$ cat src/rtl/ctl3w_pkg.sv
package ctl3w_pkg;

  typedef enum logic [2:0] {
    ST_IDLE,
    ST_START,
    ST_SETUP,
    ST_BLO,
    ST_BHI,
    ST_HOLD,
    ST_HALT
  } c3_state_t;

  // largest of the five interval parameters, sizes the shared counter
  function automatic int c3_max5(input int a, input int b, input int c,
                                 input int d, input int e);
    int m;
    m = a;
    if (b > m) m = b;
    if (c > m) m = c;
    if (d > m) m = d;
    if (e > m) m = e;
    return m;
  endfunction

  // address byte: device field above the selector field
  function automatic logic [7:0] c3_addr_byte(input logic [5:0] dev,
                                              input logic [1:0] sel);
    return {dev, sel};
  endfunction

  // busy length of one transaction in system clocks
  function automatic int unsigned c3_txn_cycles(input logic two, input int s,
                                                input int lo, input int hi,
                                                input int hd, input int ha,
                                                input int bits);
    int unsigned nb;
    int unsigned per;
    nb  = two ? 3 : 2;
    per = s + bits * (lo + hi) + hd;
    return 1 + nb * per + (two ? ha : 0);
  endfunction

endpackage

$ cat src/rtl/ctl3w_timer.sv
module ctl3w_timer #(
  parameter int CNT_W = 4
) (
  input  logic             clk,
  input  logic             rst_n,
  input  logic             load,
  input  logic [CNT_W-1:0] load_val,
  output logic             expired
);

  logic [CNT_W-1:0] cnt_q;

  // a load of N makes expired high in the Nth cycle after the load edge
  always_ff @(posedge clk or negedge rst_n) begin
    if (!rst_n) begin
      cnt_q <= '0;
    end else if (load) begin
      cnt_q <= load_val - CNT_W'(1);
    end else if (cnt_q != '0) begin
      cnt_q <= cnt_q - CNT_W'(1);
    end
  end

  assign expired = (cnt_q == '0);

endmodule

$ cat src/rtl/ctl3w_shifter.sv
module ctl3w_shifter #(
  parameter int W = 8
) (
  input  logic         clk,
  input  logic         rst_n,
  input  logic         load,
  input  logic [W-1:0] load_val,
  input  logic         shift,
  input  logic         sample,
  input  logic         din,
  output logic         tx_bit,
  output logic [W-1:0] rx_byte
);

  logic [W-1:0] tx_q;
  logic [W-1:0] rx_q;

  // transmit side: the low bit is presented first
  always_ff @(posedge clk or negedge rst_n) begin
    if (!rst_n) begin
      tx_q <= '0;
    end else if (load) begin
      tx_q <= load_val;
    end else if (shift) begin
      tx_q <= {1'b0, tx_q[W-1:1]};
    end
  end

  // receive side: each new bit enters at the top, so the first one ends at bit 0
  always_ff @(posedge clk or negedge rst_n) begin
    if (!rst_n) begin
      rx_q <= '0;
    end else if (sample) begin
      rx_q <= {din, rx_q[W-1:1]};
    end
  end

  assign tx_bit  = tx_q[0];
  assign rx_byte = rx_q;

endmodule

$ cat src/rtl/ctl3w_master.sv
module ctl3w_master
  import ctl3w_pkg::*;
#(
  parameter int DEV_W     = 6,
  parameter int SEL_W     = 2,
  parameter int LOW_CYC   = 8,
  parameter int HIGH_CYC  = 8,
  parameter int SETUP_CYC = 4,
  parameter int HOLD_CYC  = 4,
  parameter int HALT_CYC  = 16
) (
  input  logic                   clk,
  input  logic                   rst_n,
  input  logic                   start,
  input  logic [DEV_W-1:0]       dev_addr,
  input  logic [SEL_W-1:0]       reg_sel,
  input  logic                   two_bytes,
  input  logic                   read_en,
  input  logic [DEV_W+SEL_W-1:0] wdata0,
  input  logic [DEV_W+SEL_W-1:0] wdata1,
  output logic                   busy,
  output logic                   done,
  output logic [DEV_W+SEL_W-1:0] rdata0,
  output logic [DEV_W+SEL_W-1:0] rdata1,
  output logic                   sclk_o,
  output logic                   sclk_oe,
  output logic                   sdat_o,
  output logic                   sdat_oe,
  input  logic                   sdat_i,
  output logic                   smode_o,
  output logic                   smode_oe
);

  localparam int BYTE_W = DEV_W + SEL_W;
  localparam int BIT_W  = $clog2(BYTE_W);
  localparam int TMAX   = c3_max5(LOW_CYC, HIGH_CYC, SETUP_CYC, HOLD_CYC, HALT_CYC);
  localparam int CNT_W  = $clog2(TMAX + 1);

  // ---------------- request latched at acceptance ----------------
  logic [BYTE_W-1:0] addr_q, w0_q, w1_q;
  logic              two_q, rd_q;

  // ---------------- sequencer state ----------------
  c3_state_t         st_q, st_d;
  logic [1:0]        byte_q;
  logic [BIT_W-1:0]  bit_q;
  logic              busy_q, done_q;
  logic              sclk_q, sdat_q, mode_q;
  logic              ln_oe_q, dat_oe_q;
  logic [BYTE_W-1:0] rd0_q, rd1_q;

  // ---------------- named internal events ----------------
  logic              accept;
  logic              tm_exp;
  logic              bit_last;
  logic              byte_last;
  logic              in_data;
  logic              tm_load;
  logic [CNT_W-1:0]  tm_val;
  logic              sh_load, sh_shift, sh_sample;
  logic [BYTE_W-1:0] sh_val;
  logic              tx_bit;
  logic [BYTE_W-1:0] rx_byte;

  assign accept    = start && !busy_q;
  assign bit_last  = (bit_q == BIT_W'(BYTE_W - 1));
  assign byte_last = (byte_q == (two_q ? 2'd2 : 2'd1));
  assign in_data   = (byte_q != 2'd0);
  assign sh_val    = (st_q == ST_START) ? addr_q : (byte_q == 2'd0 ? w0_q : w1_q);

  ctl3w_timer #(.CNT_W(CNT_W)) u_timer (
    .clk      (clk),
    .rst_n    (rst_n),
    .load     (tm_load),
    .load_val (tm_val),
    .expired  (tm_exp)
  );

  ctl3w_shifter #(.W(BYTE_W)) u_shift (
    .clk      (clk),
    .rst_n    (rst_n),
    .load     (sh_load),
    .load_val (sh_val),
    .shift    (sh_shift),
    .sample   (sh_sample),
    .din      (sdat_i),
    .tx_bit   (tx_bit),
    .rx_byte  (rx_byte)
  );

  // ---------------- next state, timer loads, shifter controls ----------------
  always_comb begin
    st_d      = st_q;
    tm_load   = 1'b0;
    tm_val    = CNT_W'(1);
    sh_load   = 1'b0;
    sh_shift  = 1'b0;
    sh_sample = 1'b0;
    unique case (st_q)
      ST_IDLE: begin
        if (accept) begin
          st_d    = ST_START;
          tm_load = 1'b1;
          tm_val  = CNT_W'(1);
        end
      end
      ST_START: begin
        if (tm_exp) begin
          st_d    = ST_SETUP;
          tm_load = 1'b1;
          tm_val  = CNT_W'(SETUP_CYC);
          sh_load = 1'b1;
        end
      end
      ST_SETUP: begin
        if (tm_exp) begin
          st_d     = ST_BLO;
          tm_load  = 1'b1;
          tm_val   = CNT_W'(LOW_CYC);
          sh_shift = 1'b1;
        end
      end
      ST_BLO: begin
        if (tm_exp) begin
          st_d      = ST_BHI;
          tm_load   = 1'b1;
          tm_val    = CNT_W'(HIGH_CYC);
          sh_sample = rd_q && in_data;
        end
      end
      ST_BHI: begin
        if (tm_exp) begin
          tm_load = 1'b1;
          if (bit_last) begin
            st_d   = ST_HOLD;
            tm_val = CNT_W'(HOLD_CYC);
          end else begin
            st_d     = ST_BLO;
            tm_val   = CNT_W'(LOW_CYC);
            sh_shift = 1'b1;
          end
        end
      end
      ST_HOLD: begin
        if (tm_exp) begin
          if (byte_last) begin
            st_d = ST_IDLE;
          end else if (byte_q == 2'd1) begin
            st_d    = ST_HALT;
            tm_load = 1'b1;
            tm_val  = CNT_W'(HALT_CYC);
          end else begin
            st_d    = ST_SETUP;
            tm_load = 1'b1;
            tm_val  = CNT_W'(SETUP_CYC);
            sh_load = 1'b1;
          end
        end
      end
      ST_HALT: begin
        if (tm_exp) begin
          st_d    = ST_SETUP;
          tm_load = 1'b1;
          tm_val  = CNT_W'(SETUP_CYC);
          sh_load = 1'b1;
        end
      end
      default: st_d = ST_IDLE;
    endcase
  end

  // ---------------- registered bus lines and counters ----------------
  always_ff @(posedge clk or negedge rst_n) begin
    if (!rst_n) begin
      st_q     <= ST_IDLE;
      busy_q   <= 1'b0;
      done_q   <= 1'b0;
      sclk_q   <= 1'b1;
      sdat_q   <= 1'b1;
      mode_q   <= 1'b0;
      ln_oe_q  <= 1'b0;
      dat_oe_q <= 1'b0;
      byte_q   <= 2'd0;
      bit_q    <= '0;
      addr_q   <= '0;
      w0_q     <= '0;
      w1_q     <= '0;
      two_q    <= 1'b0;
      rd_q     <= 1'b0;
      rd0_q    <= '0;
      rd1_q    <= '0;
    end else begin
      st_q   <= st_d;
      done_q <= 1'b0;
      unique case (st_q)
        ST_IDLE: begin
          if (accept) begin
            addr_q   <= c3_addr_byte(dev_addr, reg_sel);
            w0_q     <= wdata0;
            w1_q     <= wdata1;
            two_q    <= two_bytes;
            rd_q     <= read_en;
            busy_q   <= 1'b1;
            ln_oe_q  <= 1'b1;
            dat_oe_q <= 1'b1;
            mode_q   <= 1'b1;
            sclk_q   <= 1'b1;
            sdat_q   <= 1'b1;
            byte_q   <= 2'd0;
            bit_q    <= '0;
            rd0_q    <= '0;
            rd1_q    <= '0;
          end
        end
        ST_START: begin
          if (tm_exp) sclk_q <= 1'b0;          // clock pulled low ahead of the address byte
        end
        ST_SETUP: begin
          if (tm_exp) begin
            sclk_q <= 1'b0;
            sdat_q <= tx_bit;
          end
        end
        ST_BLO: begin
          if (tm_exp) sclk_q <= 1'b1;
        end
        ST_BHI: begin
          if (tm_exp) begin
            if (bit_last) begin
              bit_q <= '0;
              if (rd_q && byte_q == 2'd1) rd0_q <= rx_byte;
              if (rd_q && byte_q == 2'd2) rd1_q <= rx_byte;
            end else begin
              bit_q  <= bit_q + BIT_W'(1);
              sclk_q <= 1'b0;
              sdat_q <= tx_bit;
            end
          end
        end
        ST_HOLD: begin
          if (tm_exp) begin
            if (byte_last) begin
              busy_q   <= 1'b0;
              done_q   <= 1'b1;
              ln_oe_q  <= 1'b0;
              dat_oe_q <= 1'b0;
              mode_q   <= 1'b0;
              byte_q   <= 2'd0;
            end else begin
              byte_q <= byte_q + 2'd1;
              if (rd_q && byte_q == 2'd0) dat_oe_q <= 1'b0;   // turnaround
              if (byte_q == 2'd1) sclk_q <= 1'b0;             // halt gap
            end
          end
        end
        ST_HALT: begin
          if (tm_exp) sclk_q <= 1'b1;
        end
        default: ;
      endcase
    end
  end

  assign busy     = busy_q;
  assign done     = done_q;
  assign rdata0   = rd0_q;
  assign rdata1   = rd1_q;
  assign sclk_o   = sclk_q;
  assign sclk_oe  = ln_oe_q;
  assign sdat_o   = sdat_q;
  assign sdat_oe  = dat_oe_q;
  assign smode_o  = mode_q;
  assign smode_oe = ln_oe_q;

  // ---------------- checks next to the logic ----------------
  logic [31:0] busy_cnt_q;
  always_ff @(posedge clk or negedge rst_n) begin
    if (!rst_n)      busy_cnt_q <= '0;
    else if (accept) busy_cnt_q <= '0;
    else if (busy_q) busy_cnt_q <= busy_cnt_q + 32'd1;
  end

  p_idle_release_r1: assert property (@(posedge clk) disable iff (!rst_n)
    !busy_q |-> (!sclk_oe && !sdat_oe && !smode_oe));

  p_mode_driven_r2: assert property (@(posedge clk) disable iff (!rst_n)
    busy_q |-> (smode_oe && smode_o));

  p_data_stable_r4: assert property (@(posedge clk) disable iff (!rst_n)
    (sclk_o && $past(sclk_o) && sdat_oe && $past(sdat_oe)) |-> $stable(sdat_o));

  p_turnaround_r5: assert property (@(posedge clk) disable iff (!rst_n)
    (busy_q && rd_q && in_data) |-> !sdat_oe);

  p_halt_second_r6: assert property (@(posedge clk) disable iff (!rst_n)
    (st_q == ST_HALT) |-> (byte_q == 2'd2 && two_q));

  p_busy_len_r7: assert property (@(posedge clk) disable iff (!rst_n)
    done_q |-> (busy_cnt_q == c3_txn_cycles(two_q, SETUP_CYC, LOW_CYC, HIGH_CYC,
                                            HOLD_CYC, HALT_CYC, BYTE_W)));

  p_done_release_r8: assert property (@(posedge clk) disable iff (!rst_n)
    done_q |-> (!busy_q && $past(busy_q) && !sclk_oe && !sdat_oe));

  p_done_single_r8: assert property (@(posedge clk) disable iff (!rst_n)
    done_q |=> !done_q);

  p_req_frozen_r9: assert property (@(posedge clk) disable iff (!rst_n)
    (busy_q && $past(busy_q)) |-> $stable({addr_q, w0_q, w1_q, two_q, rd_q}));

endmodule

$ cat config.mk
export PLATFORM = sky130hd
export DESIGN_NAME = ctl3w_master
export DESIGN_NICKNAME = d
export VERILOG_FILES = /design/src/rtl/ctl3w_pkg.sv /design/src/rtl/ctl3w_timer.sv /design/src/rtl/ctl3w_shifter.sv /design/src/rtl/ctl3w_master.sv
export SDC_FILE = /design/constraint.sdc
export NUM_CORES = 1
export LEC_CHECK = 0
export ABC_AREA = 1
export BUFFER_PORTS_ARGS = -buffer_cell sky130_fd_sc_hd__buf_4
export CORE_MARGIN = 2
export CORE_UTILIZATION = 45
export CTS_CLUSTER_DIAMETER = 80
export DETAILED_ROUTE_END_ITERATION = 7
export GPL_ROUTABILITY_DRIVEN = 0
export GPL_TIMING_DRIVEN = 1
export REMOVE_ABC_BUFFERS = 1
export SYNTH_ARGS = -nofsm -noshare
export SYNTH_HDL_FRONTEND = slang
export SYNTH_HIERARCHICAL = 1
export SYNTH_SLANG_ARGS = --single-unit
$ cat constraint.sdc
create_clock -name clk -period 2.4 [get_ports clk]
set_input_delay 0 -clock clk [delete_from_list [all_inputs] [get_ports clk]]
set_output_delay 0 -clock clk [all_outputs]
set_load 0.01 [all_outputs]
### Yosys cells after proc, flatten, opt, wreduce, memory -nomap -nowiden

Index checks and enable logic that the tools add are counted.

| storage, ports and cells | value |
|---|---|
| input bits | 30 |
| register bits | 76 |
| output and inout port bits | 24 |

| cells by class | value |
|---|---|
| muxes and demuxes | 79 |
| reductions and logical operators | 32 |
| add/sub/neg operators | 4 |
| equality and inequality tests | 26 |

Operators by type and width:

| cell | number |
|---|---|
| two-way mux 8 bit | 11 |
| two-way mux 3 bit | 13 |
| case mux 8 bit (2 select lines) | 2 |
| two-way mux 1 bit | 30 |
| two-way mux 5 bit | 5 |
| != test 2 bit (second input constant) | 12 |
| case mux 5 bit (4 select lines) | 1 |
| case mux 3 bit (6 select lines) | 1 |
| AND reduction 5 bit | 3 |
| equality test 3 bit (second input constant) | 4 |
| two-way mux 4 bit | 3 |
| nonzero test 2 bit | 5 |
| nonzero test 5 bit | 2 |
| subtractor 5 x 1 -> 5 bit (second input constant) | 2 |
| AND reduction 9 bit | 1 |
| two-way mux 2 bit | 4 |
| case mux 1 bit (2 select lines) | 4 |
| AND reduction 4 bit | 2 |
| OR reduction 2 bit | 4 |
| equality test 3 x 2 -> 1 bit (second input constant) | 2 |
| != test 2 x 1 -> 1 bit (second input constant) | 3 |
| case mux 1 bit (3 select lines) | 2 |
| case mux 3 bit (2 select lines) | 1 |
| AND reduction 3 bit | 2 |
| other kinds (18) | 22 |

### Longest topological paths before layout

| logic depth | value |
|---|---|
| word-level depth | 7 |
| mapped depth | 19 |
| gate-level depth less buffers | 16 |

### Cells and area by module

Netlist, hierarchy kept.

By module, submodules not included:

| module | cells each | area each (µm²) | times used | seq. area each (µm²) |
|---|---|---|---|---|
| ctl3w_master | 383 | 2854.0 | 1 | 1378.8 |
| ctl3w_shifter | 72 | 670.6 | 1 | 400.4 |
| ctl3w_timer | 57 | 372.9 | 1 | 125.1 |

### Worst setup path before layout

Ideal clock, no wire load.

| path | value |
|---|---|
| path kind | reg2reg |
| start | register st_q[0] |
| end | register u_timer.cnt_q[4] |
| arrival | 2072 ps |
| cell stages (with the launch flop) | 20 |
| setup slack | 211 ps |
| path buffers | 4 |
| path through | dfrtp_1 -> buf_2 -> inv_2 -> nand2_1 -> nor2_4 -> nand2_2 -> buf_2 -> buf_4 -> nand2_1 -> buf_6 -> inv_6 -> nand2_2 -> nand2_2 -> inv_2 -> ha_1 -> nand3_1 -> nor2_2 -> nand2_1 -> nand2_1 -> nor2_1 |

| on the way | value |
|---|---|
| elaborated cells on any way between the ends | 15 |
| classes of those cells | add/sub: 1; eq/ne: 6; mux: 3; reduce/logical: 5 |

RTL lines:

| what | RTL line | text |
|---|---|---|
| start, declared | ctl3w_master.sv:44 | `c3_state_t st_q, st_d;` |
| start signal, assigned | ctl3w_master.sv:193 | `st_q <= st_d;` |
| equality test 3 x 1 -> 1 bit, or another cell as far along | ctl3w_master.sv:99 | `unique case (st_q)` |
| OR reduction 5 bit (no line) | n/a |  |
| case mux 1 bit (3 select lines) * | ctl3w_master.sv:99 |  |
| via tm_load | ctl3w_master.sv:58 | `logic tm_load;` |
| two-way mux 5 bit or nonzero test 2 bit (tied branches) | n/a |  |
| end signal, assigned | ctl3w_timer.sv:18 | `cnt_q <= load_val - CNT_W'(1);` |
| end signal, assigned | ctl3w_timer.sv:20 | `cnt_q <= cnt_q - CNT_W'(1);` |
| end, declared | ctl3w_timer.sv:11 | `logic [CNT_W-1:0] cnt_q;` |

The timed path passes the listed nets; every way through them passes the cells marked *.
A chain may end at the register's enable or synchronous reset.

### Worst setup path in the final report

| path | value |
|---|---|
| start | register st_q[1] |
| end | register u_timer.cnt_q[4] |

| on the way | value |
|---|---|
| word-level cells in the longest chain between the ends | 5 |
| elaborated cells on any way between the ends | 15 |
| classes of those cells | add/sub: 1; eq/ne: 6; mux: 3; reduce/logical: 5 |

Ends and longest elaborated chain:

| what | RTL line | text |
|---|---|---|
| equality test 3 x 1 -> 1 bit, or another cell as far along | ctl3w_master.sv:99 |  |
| OR reduction 2 bit (no line) | n/a |  |
| case mux 5 bit (4 select lines) * | ctl3w_master.sv:99 |  |
| via tm_val[0] | ctl3w_master.sv:59 | `logic [CNT_W-1:0] tm_val;` |
| subtractor 5 x 1 -> 5 bit * | ctl3w_timer.sv:18 |  |
| two-way mux 5 bit * | ctl3w_timer.sv:17 | `end else if (load) begin` |

Marks and branches as above.

==> results.toml <==
[synthesis]
synth_compound_gate_area_share_pct = 7.03
synth.cell_area_um2 = 3900
synth-main-ff-cell = "dfrtp_1"
muxShareOfSynthArea_pct = 0
synth.most_common_cell = "nand2_1"
synth_edf_count = 0
synth_cells = 512
synth-seq-cells = 76
ys_types = 31
yosysSeqAreaShare_pct = 48.9
syn_area_per_cell_um2 = 7.61
synth_top_area_cell = "dfrtp_1"
synth_xor_area_share_pct = 0.225
synthAdderAreaFrac_pct = 1.93
yosys.area.top_type_share_pct = 47.5
synth_top_family_by_area = "simple AND/OR/NAND/NOR gates"
synth_area_leaders = "dfrtp_1 (48%), nand2_1 (15%), nand3_1 (8.6%), nor2_1 (5.6%), inv_1 (4.8%)"
yosys.area_share.simple_pct = 32.6
synthArstFlopShare_pct = 100
yosysWarnings = 6
synthTopCellsByCount = "nand2_1 (160), dfrtp_1 (74), nand3_1 (67)"

[power]
internal_power_w = 0.00249
vdd_drop_max_uv = 463
p_clk_share_pct = 25.7
combinationalPowerShare_pct = 36.5
p_leak_nw = 2.65
p_sw_w = 0.00160
p_sw_share_pct = 39.2
seqPwrFrac_pct = 37.8
powerDensity_nw_per_um2 = 839

[detailed_routing]
wl_per_cell_um = 12.5
drt-total-wl_um = 8830
drt-initial-drc-count = 221
drc = 0
vias = 3448
dr.pass1.iters = 5
vias_per_cell = 4.89
ant_nets = 0

[clock_tree]
clkTransAtPathRegs_ps = 80
cts.sinks = 76
cts_buffers = 9
clkLatencyLatePin_ps = 360
cts_buffer_depth = 2
root_buffer = "clkbuf_8"
cts_tree = "built"
post_cts_buffers = 0
cts_max_level = 3

[setup_path]
cp_max_fo = 8
worstPathRequired_ps = 2650
crit_type = "flip-flop to flip-flop"
worst-endpoint-arrival_ps = 2320
cp-end-kind = "flip-flop"
cp-start-kind = "flip-flop"

[layout]
fin_cells = 705
n_antenna_cell = 0
layout-drive-gt1-share_pct = 18.0
register_area_um2 = 1900
syn2layout_area_growth_pct = 25.1
fill_cells = 788
fin_nets = 631
multiInputGateArea_um2 = 1640

[global_route]
grt-ovfl-total = 0
antenna_found_initial = 0
grt_pass1_vias = 3305
grt_max_degree = 77
grt.total_usage_pct = 19.5
grt_pass1_wl_um = 15000

[floorplan]
die_h_um = 97.1
dieArea_um2 = 9420
initial_core_util_pct = 47.0
die_x_um = 97.1
row_count = 33
ioPinCount = 54
core_um2 = 8300

[sta]
finClkSkew_ps = 6.91
worst_pin_slew_ps = 957
finalCritPeriodShare_pct = 86.1
rsz0062_at_grt = "no"
max_freq_ghz = 0.484
finalSetupViolations = 0
min_period_ps = 2070
maxSlewViolCount = 0
hold_violations = 0
finalSetupTns_ps = 0
relSlewSlack_pct = 36.2

[place]
hpwl_um = 6070
placedCellCount = 661
portBuffers = 53

[job]
maxCapViolations = 0

[run_status]
status = "finished clean"

[min_path]
min-delay-path-class = "primary input to flip-flop"
[power by group through the flow]
stage / logic, W / registers (W) / clock network [W]
floorplan: 0.00101 / 0.00157 / 0
global placement: 0.00143 / 0.00157 / 0
detailed placement: 0.00145 / 0.00158 / 0
CTS: 0.00149 / 0.00155 / 0.00107
global route: 0.00170 / 0.00157 / 0.00113
finish: 0.00149 / 0.00155 / 0.00105
[per-layer routing]
metal,GRT usage [%],vias to the layer above,wire (um)
li1,-,1773,-
met2,31.3,88,4100
met5,0,-,0
met3,3.88,18,389
met4,8.45,0,220
met1,25.7,1569,4130
[stage by stage]
| step | worst slack (ps) | area (um2) | total power, W | utilization [%] | hold slack [ps] |
|---|---|---|---|---|---|
| after floorplan | -123 | 3760 | 0.00258 | - | -296 |
| after global placement | 336 | 4390 | 0.00300 | 52.8 | 205 |
| after detailed placement | 246 | 4390 | 0.00302 | 52.8 | 224 |
| after CTS | 225 | 4870 | 0.00411 | 58.7 | 218 |
| after global routing | 94.2 | 4880 | 0.00440 | 58.8 | 310 |
| final | 333 | 4880 | 0.00409 | 58.8 | 239 |
[layout by cell type (no fill, tap or decap)]
cell	netlist	layout
o21ai_1	3	3
a21oi_1	36	36
nor4_2	0	1
nor2_4	1	1
nor2_1	58	58
o31ai_1	1	1
or2_2	1	1
nand3_1	67	67
nor2_8	1	1
dfrtp_1	74	74
o21ai_2	2	2
ha_1	6	6
xor2_1	1	1
bufinv_16	0	1
buf_4	6	65
nand2_1	160	159
clkinvlp_4	0	1
clkinv_4	0	1
inv_2	7	7
nand2_2	6	7
nand4_1	1	1
dfstp_2	2	2
nor2_2	2	2
clkinv_2	0	1
o31ai_4	1	1
o211ai_1	1	1
o21ai_0	5	5
dlygate4sd3_1	0	28
nand3b_1	1	1
nand3_2	1	1
inv_6	1	2
clkbuf_8	0	10
conb_1	1	1
inv_1	50	50
inv_8	0	1
[logic make-up (layout without fill, tap and decap cells)]
kind of cell,count (synthesis),after routing
buffers and inverters,79,167
AO/OA/AOI/OAI,49,49
other,1,1
adder cells (fa/ha/maj),6,6
XOR/XNOR,1,1
flip-flops,76,76
AND/OR/NAND/NOR,300,300
[timing repair]
item,in CTS,in global routing
setup endpoints to repair,0,1
hold endpoints to repair,101,0
resized for setup,0,1
hold buffers,28,0
[path summary, 6_finish.rpt]
| check | start | end | slack [ps] | cells after the start |
|---|---|---|---|---|
| max in group asynchronous | rst_n | u_shift/tx_q[0]$_DFFE_PN0P_ | 1460 | 2 |
| worst min-delay path | start | st_q[1]$_DFFE_PN0P_ | 240 | 6 |
| min in group asynchronous | rst_n | u_timer/cnt_q[2]$_DFFE_PN0P_ | 340 | 2 |
| worst min register to register | addr_q[0]$_DFFE_PN0P_ | addr_q[0]$_DFFE_PN0P_ | 480 | 2 |
| worst max register to register | st_q[1]$_DFFE_PN0P_ | u_timer/cnt_q[4]$_DFFE_PN0P_ | 330 | 15 |
| worst max-delay path | st_q[1]$_DFFE_PN0P_ | u_timer/cnt_q[4]$_DFFE_PN0P_ | 330 | 15 |
[final cells by class]
type                            count  share of cell area, %
Clock buffer                       10                   2.82
Clock inverter                      6                   1.46
Inverter                           58                   4.57
Multi-Input combinational cell    357                   33.7
Sequential cell                    76                   39.0
Tap cell                          105                   2.69
Timing Repair Buffer               93                   15.8
[registers in the layout, indices dropped and copies added (netlist names)]
name and cells:
sclk_oe 1, byte_q 2, u_shift/rx_byte 8, sdat_oe 1
done 1, sclk_o 1, rd_q 1, rdata0 8
addr_q 8, bit_q 3, u_shift/tx_q 8, u_timer/cnt_q 5
two_q 1, st_q 3, rdata1 8, sdat_o 1
w1_q 8, w0_q 8
[worst max-delay path: stages, from the launching register on]
cell and delay [ps]:
dfrtp_1 460, inv_2 110, nand2_1 50, nor2_1 130, nand3_1 150, nand4_1 140, nand2_2 150, inv_6 110
nand2_2 60, nand2_2 80, ha_1 180, nand3_1 90, nor2_2 100, nand2_1 50, nand2_1 60, nor2_1 40
Note: power is estimated with default switching activity, not from simulation.
